==> src/rtl/fib_pkg.sv <==
package fib_pkg;

  typedef enum logic [1:0] {
    ST_WAIT = 2'd0,
    ST_CALC = 2'd1,
    ST_FIN  = 2'd2
  } fib_state_e;

  // Number of bits needed to hold fib(terms).
  function automatic int fib_width(input int terms);
    longint a;
    longint b;
    longint t;
    int     w;
    a = 0;
    b = 1;
    for (int i = 0; i < terms; i++) begin
      t = a + b;
      a = b;
      b = t;
    end
    w = 0;
    for (int k = 1; k < 63; k++) begin
      if (w == 0 && (longint'(1) <<< k) > a) w = k;
    end
    return w;
  endfunction

endpackage

==> src/rtl/fib_ctrl.sv <==
module fib_ctrl
  import fib_pkg::*;
#(
  parameter int MAX_TERMS = 24,
  parameter int CW        = $clog2(MAX_TERMS + 1)
) (
  input  logic          clk,
  input  logic          rst_n,
  input  logic          start_n,
  input  logic [CW-1:0] num_terms,
  output logic          calc,
  output logic          capture,
  output logic          zero_len,
  output logic          done
);

  localparam logic [CW-1:0] LIMIT = CW'(MAX_TERMS);
  localparam logic [CW-1:0] ONE   = CW'(1);

  fib_state_e    state;
  logic [CW-1:0] remain;
  logic [CW-1:0] load_val;
  logic          last_step;

  assign load_val  = (num_terms > LIMIT) ? LIMIT : num_terms;
  assign last_step = (remain <= ONE);
  assign calc      = (state == ST_CALC);
  assign capture   = calc && last_step;
  assign zero_len  = (remain == '0);
  assign done      = !calc;

  always_ff @(posedge clk or negedge rst_n) begin
    if (!rst_n) begin
      state  <= ST_WAIT;
      remain <= '0;
    end else begin
      case (state)
        ST_WAIT: begin
          remain <= load_val;
          if (!start_n) state <= ST_CALC;
        end
        ST_CALC: begin
          remain <= remain - ONE;
          if (last_step) state <= ST_FIN;
        end
        ST_FIN: begin
          if (start_n) state <= ST_WAIT;
        end
        default: state <= ST_WAIT;
      endcase
    end
  end

  p_start_r2: assert property (@(posedge clk) disable iff (!rst_n)
    (state == ST_WAIT && !start_n) |=> (state == ST_CALC));

  p_exit_at_one_r4: assert property (@(posedge clk) disable iff (!rst_n)
    (state == ST_CALC && remain == ONE) |=> (state == ST_FIN));

  p_count_down_r4: assert property (@(posedge clk) disable iff (!rst_n)
    (state == ST_CALC && remain > ONE) |=>
      (state == ST_CALC && remain == $past(remain) - ONE));

  p_hold_fin_r8: assert property (@(posedge clk) disable iff (!rst_n)
    (state == ST_FIN && !start_n) |=> (state == ST_FIN));

  p_load_bound_r7: assert property (@(posedge clk) disable iff (!rst_n)
    (state == ST_WAIT) |=> (remain <= LIMIT));

endmodule

==> src/rtl/fib_datapath.sv <==
module fib_datapath #(
  parameter int VW = 16
) (
  input  logic          clk,
  input  logic          rst_n,
  input  logic          calc,
  output logic [VW-1:0] newer,
  output logic [VW-1:0] older
);

  // Next term; wraps past VW bits (only on the step after the captured one).
  function automatic logic [VW-1:0] next_term(input logic [VW-1:0] a,
                                              input logic [VW-1:0] b);
    return a + b;
  endfunction

  always_ff @(posedge clk or negedge rst_n) begin
    if (!rst_n) begin
      older <= '0;
      newer <= VW'(1);
    end else if (!calc) begin
      older <= '0;
      newer <= VW'(1);
    end else begin
      older <= newer;
      newer <= next_term(newer, older);
    end
  end

  p_seed_r5: assert property (@(posedge clk) disable iff (!rst_n)
    !calc |=> (older == '0 && newer == VW'(1)));

  p_shift_r5: assert property (@(posedge clk) disable iff (!rst_n)
    calc |=> (older == $past(newer)));

endmodule

==> src/rtl/fib_out_reg.sv <==
module fib_out_reg #(
  parameter int VW = 16
) (
  input  logic          clk,
  input  logic          rst_n,
  input  logic          capture,
  input  logic          zero_len,
  input  logic [VW-1:0] newer,
  output logic [VW-1:0] result
);

  always_ff @(posedge clk or negedge rst_n) begin
    if (!rst_n)       result <= '0;
    else if (capture) result <= zero_len ? '0 : newer;
  end

  p_hold_r9: assert property (@(posedge clk) disable iff (!rst_n)
    !capture |=> $stable(result));

  p_zero_r6: assert property (@(posedge clk) disable iff (!rst_n)
    (capture && zero_len) |=> (result == '0));

endmodule

==> src/rtl/fib_fsmd.sv <==
module fib_fsmd
  import fib_pkg::*;
#(
  parameter int MAX_TERMS = 24,
  parameter int CW        = $clog2(MAX_TERMS + 1),
  parameter int VW        = fib_width(MAX_TERMS)
) (
  input  logic          clk,
  input  logic          rst_n,
  input  logic          start_n,
  input  logic [CW-1:0] num_terms,
  output logic          done,
  output logic [VW-1:0] result
);

  logic          calc;
  logic          capture;
  logic          zero_len;
  logic [VW-1:0] newer;
  logic [VW-1:0] older;

  fib_ctrl #(.MAX_TERMS(MAX_TERMS), .CW(CW)) u_ctrl (
    .clk(clk), .rst_n(rst_n), .start_n(start_n), .num_terms(num_terms),
    .calc(calc), .capture(capture), .zero_len(zero_len), .done(done)
  );

  fib_datapath #(.VW(VW)) u_dp (
    .clk(clk), .rst_n(rst_n), .calc(calc), .newer(newer), .older(older)
  );

  fib_out_reg #(.VW(VW)) u_out (
    .clk(clk), .rst_n(rst_n), .capture(capture), .zero_len(zero_len),
    .newer(newer), .result(result)
  );

  p_reset_r1: assert property (@(posedge clk) !rst_n |=> (done && result == '0));

  p_done_fall_r3: assert property (@(posedge clk) disable iff (!rst_n)
    $fell(done) |=> !$stable(older) || !done || (older == newer));

endmodule

==> config.mk <==
export PLATFORM = sky130hd
export DESIGN_NAME = fib_fsmd
export DESIGN_NICKNAME = d
export VERILOG_FILES = /design/src/rtl/fib_pkg.sv /design/src/rtl/fib_ctrl.sv /design/src/rtl/fib_datapath.sv /design/src/rtl/fib_out_reg.sv /design/src/rtl/fib_fsmd.sv
export SDC_FILE = /design/constraint.sdc
export NUM_CORES = 1
export LEC_CHECK = 0
export ABC_AREA = 0
export BUFFER_PORTS_ARGS = -buffer_cell sky130_fd_sc_hd__clkbuf_2
export CORE_MARGIN = 2
export CORE_UTILIZATION = 59
export CTS_CLUSTER_DIAMETER = 30
export DETAILED_ROUTE_END_ITERATION = 8
export PLACE_DENSITY = 0.83
export SETUP_SLACK_MARGIN = 0.5
export SLEW_MARGIN = 20
export SYNTH_ARGS = -nofsm -noshare
export SYNTH_HDL_FRONTEND = slang
export SYNTH_SLANG_ARGS = --single-unit
==> constraint.sdc <==
create_clock -name clk -period 2.7 [get_ports clk]
set_clock_uncertainty 0.05 [all_clocks]
set_input_delay 0.54 -clock clk [delete_from_list [all_inputs] [get_ports clk]]
set_output_delay 0.54 -clock clk [all_outputs]
set_load 0.01 [all_outputs]
Word level (Yosys, flattened, before mapping)
Index checks and enable logic that the tools add are counted.

storage, ports and cells
  bits in registers = 55
  bits in latches = 0
  memory bits (writable) = 0
  bits in read-only memories = 0
  input bits = 8
  output and inout bits = 17
  logic and storage cells = 29
  memories = 0

operators by class
  add/subtract/negate cells = 2
  $mul = 0
  div/mod/pow operators = 0
  magnitude comparators = 2
  equal/unequal tests = 5
  shift operators = 0
  muxes and demuxes = 9
  bitwise operators = 0
  reduce and logical (&&, ||, !) cells = 6

operators with widths
  operator                                                                number
  16-bit 2-to-1 mux                                                       3
  16-bit adder                                                            1
  5-bit one-hot mux with 2 select lines                                   1
  2-bit 2-to-1 mux                                                        3
  2-bit inequality test (second input constant)                           3
  2-bit one-hot mux with 3 select lines                                   1
  5-bit > comparator (second input constant)                              1
  5-bit by 1-bit <= comparator with 1-bit output (second input constant)  1
  5-bit zero test                                                         1
  5-bit 2-to-1 mux                                                        1
  5-bit by 1-bit subtractor with 5-bit output (second input constant)     1
  3-bit AND reduction                                                     1
  2-bit by 1-bit == test with 1-bit output (second input constant)        1
  2-bit == test (second input constant)                                   1
  2-bit zero test                                                         1
  2-bit nonzero test                                                      1
  1-bit logical AND                                                       1
  1-bit zero test                                                         1

Depth between registers and ports, before layout
  depth in word-level cells = 3
  mapped depth = 8

By module
Synthesis repeated with hierarchy kept, for this count alone.

unflattened totals
  cells, all modules = 282
  area, all modules = 2,846.5 um^2

modules (own cells, without submodules)
  module        times used  cells an instance  area each (um^2)  sequential area each (um^2)
  fib_datapath  1           162                1,734.2           802.0
  fib_out_reg   1           68                 693.2             400.4
  fib_ctrl      1           52                 419.2             175.2

Worst setup path after synthesis
Ideal clock, no wire load.

  kind = register -> register
  start = register u_dp.newer[0]
  end = register u_dp.newer[12]
  arrival = 2.006 ns
  required time = 2.510 ns
  slack = 0.504 ns
  stages on the path, launching flop included = 9
  cells stage by stage = dfstp_2 ha_1 inv_1 fa_1 nor2b_1 o211ai_1 a2111oi_4 o21a_1 nor3_1

on the way
  cells in the longest elaborated chain, start to end = 2

RTL lines
  what                    RTL line            source
  start, declared         fib_datapath.sv:7   output logic [VW-1:0] newer,
  start signal, assigned  fib_datapath.sv:26  newer <= next_term(newer, older);
  16-bit adder            fib_datapath.sv:14  return a + b;
  16-bit 2-to-1 mux       fib_datapath.sv:21  end else if (!calc) begin

Every way passes these cells.
A chain may end at the register's enable or synchronous reset.

Worst setup path after layout
  start = register u_dp.newer[0]
  end = register u_dp.newer[8]

Same word-level chain as after synthesis.

==> results.py <==
metrics = {
    "outcome": {
        "status": "finished clean",
    },
    "global_routing": {
        "busiest_layer": "met2",
        "met2_usage_pct": 36.2,
        "grt_pass1_vias": 1982,
        "grt_max_degree": 36,
        "grt_pass1_wl_um": 9190,
        "track_usage_pct": 22.5,
        "grtUsageMet1_pct": 31.7,
        "grt_overflow": 0,
        "antenna_found_initial": 0,
        "use_met3_pct": 3.75,
    },
    "cts": {
        "cts_tree": "built",
        "h-tree-depth": 2,
        "cts_max_path_buffers": 2,
        "clk_latency_ns": 0.31,
        "clk_pin_slew_ns": 0.10,
        "cts_root_buf": "clkbuf_8",
        "clock_sink_count": 55,
        "cts_buffers": 5,
        "cts_hold_buf": 0,
    },
    "setup_path": {
        "worstSetupStartpointType": "register",
        "required_ns": 2.88,
        "end_kind": "register",
        "path_max_fanout": 3,
        "reg2reg_from": "u_dp.newer[0]",
        "slowest_stage": "dfstp_2",
        "cp_top_family": "flip-flops",
        "r2r_slack_ns": 0.50,
        "r2r_cells": 9,
        "crit_buf_inv": 2,
        "crit_type": "register to register",
        "worst_path_largest_cell_delay_ns": 0.56,
        "arrival_ns": 2.38,
        "path_cells": "ha_4 > inv_2 > fa_2 > nor2b_4 > o211ai_1 > buf_4 > a21o_1 > a21oi_2 > mux2i_1",
        "crit_cells": 9,
        "worst_r2r_endpoint": "u_dp.newer[8]",
    },
    "yosys": {
        "async_flop_share_pct": 100,
        "synthDistinctLibCells": 49,
        "synth_enable_flop_cells": 0,
        "synth_area_um2": 2740,
        "syn_inst": 255,
        "netlist.area_leader.share_pct": 49.4,
        "synth.area.top_cells": "dfrtp_1 49%, ha_1 8.2%, a22o_1 5.1%, and2_1 3.4%, a21oi_1 2.6%",
        "synth-main-ff-cell": "dfrtp_1",
        "ys_warn_count": 0,
        "syn_avg_cell_area_um2": 10.7,
        "yosysTopAreaCell": "dfrtp_1",
        "synth_fp_nets": 282,
        "seq_area_frac_synth_pct": 50.3,
        "ys_ff_latch": 55,
    },
    "drt": {
        "vias": 2013,
        "drc": 0,
        "drt_iter0_drc": 144,
        "wl_per_cell_um": 15.6,
        "totalWireLength_um": 5260,
        "first_pass_iters": 4,
        "via_per_inst": 5.99,
        "antenna_left": 0,
    },
    "finish": {
        "final_area_um2": 3050,
        "layout-drive-gt1-share_pct": 19.4,
        "syn_to_final_growth_pct": 11.5,
        "ff_latch_area_um2": 1380,
        "fin_nets": 310,
        "fillers": 336,
        "finalNonFillerCells": 336,
        "n_antenna_cell": 0,
        "final_util_pct": 69.1,
        "multi_input_area_um2": 1300,
    },
    "timing": {
        "fin_tns_setup_ns": 0,
        "worst_slack_ns": 0.498,
        "min_period_over_period_pct": 81.6,
        "rsz0062_at_grt": "yes",
        "hold_viol_final": 0,
        "max_freq_ghz": 0.454,
        "maxSlewViolCount": 0,
        "relSlewSlack_pct": 44.8,
        "worstMarginPinSlew_ns": 0.828,
        "finalSetupViolCount": 0,
        "min_period_ns": 2.20,
    },
    "place": {
        "dp.cells": 324,
        "dpl_worst_slack_ns": 0.332,
        "port_buffers": 24,
        "dp_hpwl_um": 3710,
        "dpl_cell_area_um2": 2900,
        "gp_congestion": 0.849,
    },
    "job": {
        "drv_cap": 0,
    },
    "pwr": {
        "p_leak_nw": 1.47,
        "ir_drop_mv": 0.683,
        "power.density_nw_per_um2": 1280,
    },
    "floorplanning": {
        "start_util_pct": 62.0,
        "rows": 24,
        "io_pins": 25,
        "dieArea_um2": 5200,
        "core_um2": 4410,
        "die_h_um": 72.1,
        "die_x_um": 72.1,
    },
    "hold_path": {
        "hold_path.class": "primary input to async pin",
    },
}
==> logic make-up (layout without fill, tap and decap cells) <==
kind of cell | Yosys count | count (layout) | synth area share [%]
buf+inv | 21 | 50 | 3.47
fa+ha+maj | 19 | 19 | 8.96
mux | 1 | 1 | 0.366
flops | 55 | 55 | 50.3
compound gates | 74 | 74 | 19.8
simple gates | 79 | 79 | 15.2
xor+xnor | 6 | 6 | 1.92
==> per-stage QoR <==
step / total power [mW] / hold WS, ns
after floorplan: 2.89 / 0.194
after global placement: 3.28 / 0.437
after detailed placement: 3.36 / 0.442
after CTS: 3.88 / 0.288
after global routing: 4.26 / 0.321
final: 3.92 / 0.254
==> worst reg2reg max path: stages, from the launching register on <==
cell,delay [ns]
dfstp_2,0.56
ha_4,0.13
inv_2,0.03
fa_2,0.36
nor2b_4,0.13
o211ai_1,0.16
buf_4,0.20
a21o_1,0.18
a21oi_2,0.13
mux2i_1,0.19
==> cells in the final DEF (no fill, tap or decap), types with 2 or more instances in the layout <==
| cell type | instances |
|---|---|
| a211oi_1 | 2 |
| a21o_1 | 6 |
| a21oi_1 | 13 |
| a21oi_2 | 2 |
| a22o_1 | 16 |
| a31oi_1 | 2 |
| and2_1 | 15 |
| and3_1 | 2 |
| buf_4 | 8 |
| clkbuf_2 | 24 |
| clkbuf_8 | 5 |
| dfrtp_1 | 54 |
| ha_1 | 17 |
| inv_1 | 7 |
| inv_2 | 2 |
| nand2_1 | 8 |
| nand2b_1 | 2 |
| nand3_1 | 8 |
| nand4_1 | 3 |
| nor2_1 | 17 |
| nor2b_1 | 2 |
| nor3_1 | 11 |
| o211ai_1 | 6 |
| o21a_1 | 3 |
| o21ai_0 | 10 |
| o31ai_1 | 2 |
| or2_2 | 3 |
| or3_1 | 2 |
| xnor2_1 | 5 |
==> sequential cells by signal, indices dropped and copies added (netlist names) <==
signal and count:
u_ctrl.remain 5, u_dp.older 16, u_ctrl.state 2, u_dp.newer 16, u_out.result 16
==> layout make-up <==
class                   instances  area share (%)
multi-input cells             179            42.7
clock buffers                   6            2.38
clock inverters                 2           0.410
repair buffers                 32            5.90
well taps                      52            2.13
flip-flops and latches         55            45.1
inverters                      10            1.31
==> repair_timing <==
action	in CTS	in global routing
endpoints found under the setup margin	4	8
pin swaps	8	8
setup buffers	3	1
hold endpoints to repair	0	0
gates resized for setup	7	5
==> cell usage after synthesis (3+ instances only) <==
library cell	n
o21ai_0	10
and2_1	15
a21o_1	6
xnor2_1	5
nor3_1	11
dfrtp_1	54
nand2_1	8
a21oi_1	14
a22o_1	16
ha_1	18
nor2_1	17
inv_1	8
nand3_1	8
o211ai_1	6
a211oi_1	3
or2_2	3
nor2b_1	3
nand4_1	3
clkbuf_1	7
o21a_1	3
==> where the power goes <==
group	switching (mW)	internal (mW)
logic	1.18	0.898
clock network	0.270	0.182
registers	0.208	1.18
==> metal layers <==
metal	routed length (um)	part of all wire, %	up-vias
met5	0	0	-
met4	61	1.2	0
met3	221	4.2	6
met2	2540	48	49
met1	2430	46	986
li1	-	-	972
==> worst max path at each step <==
stage,from,endpoint
finish,u_dp.newer[0],u_dp.newer[8]
global route,u_dp.newer[4],u_dp.newer[14]
CTS,u_dp.newer[0],u_dp.newer[14]
detailed placement,u_dp.newer[0],u_dp.newer[12]
global placement,u_dp.newer[0],u_dp.newer[14]
floorplan,u_dp.newer[0],u_dp.newer[12]
Power figures use the tool's default switching activity.
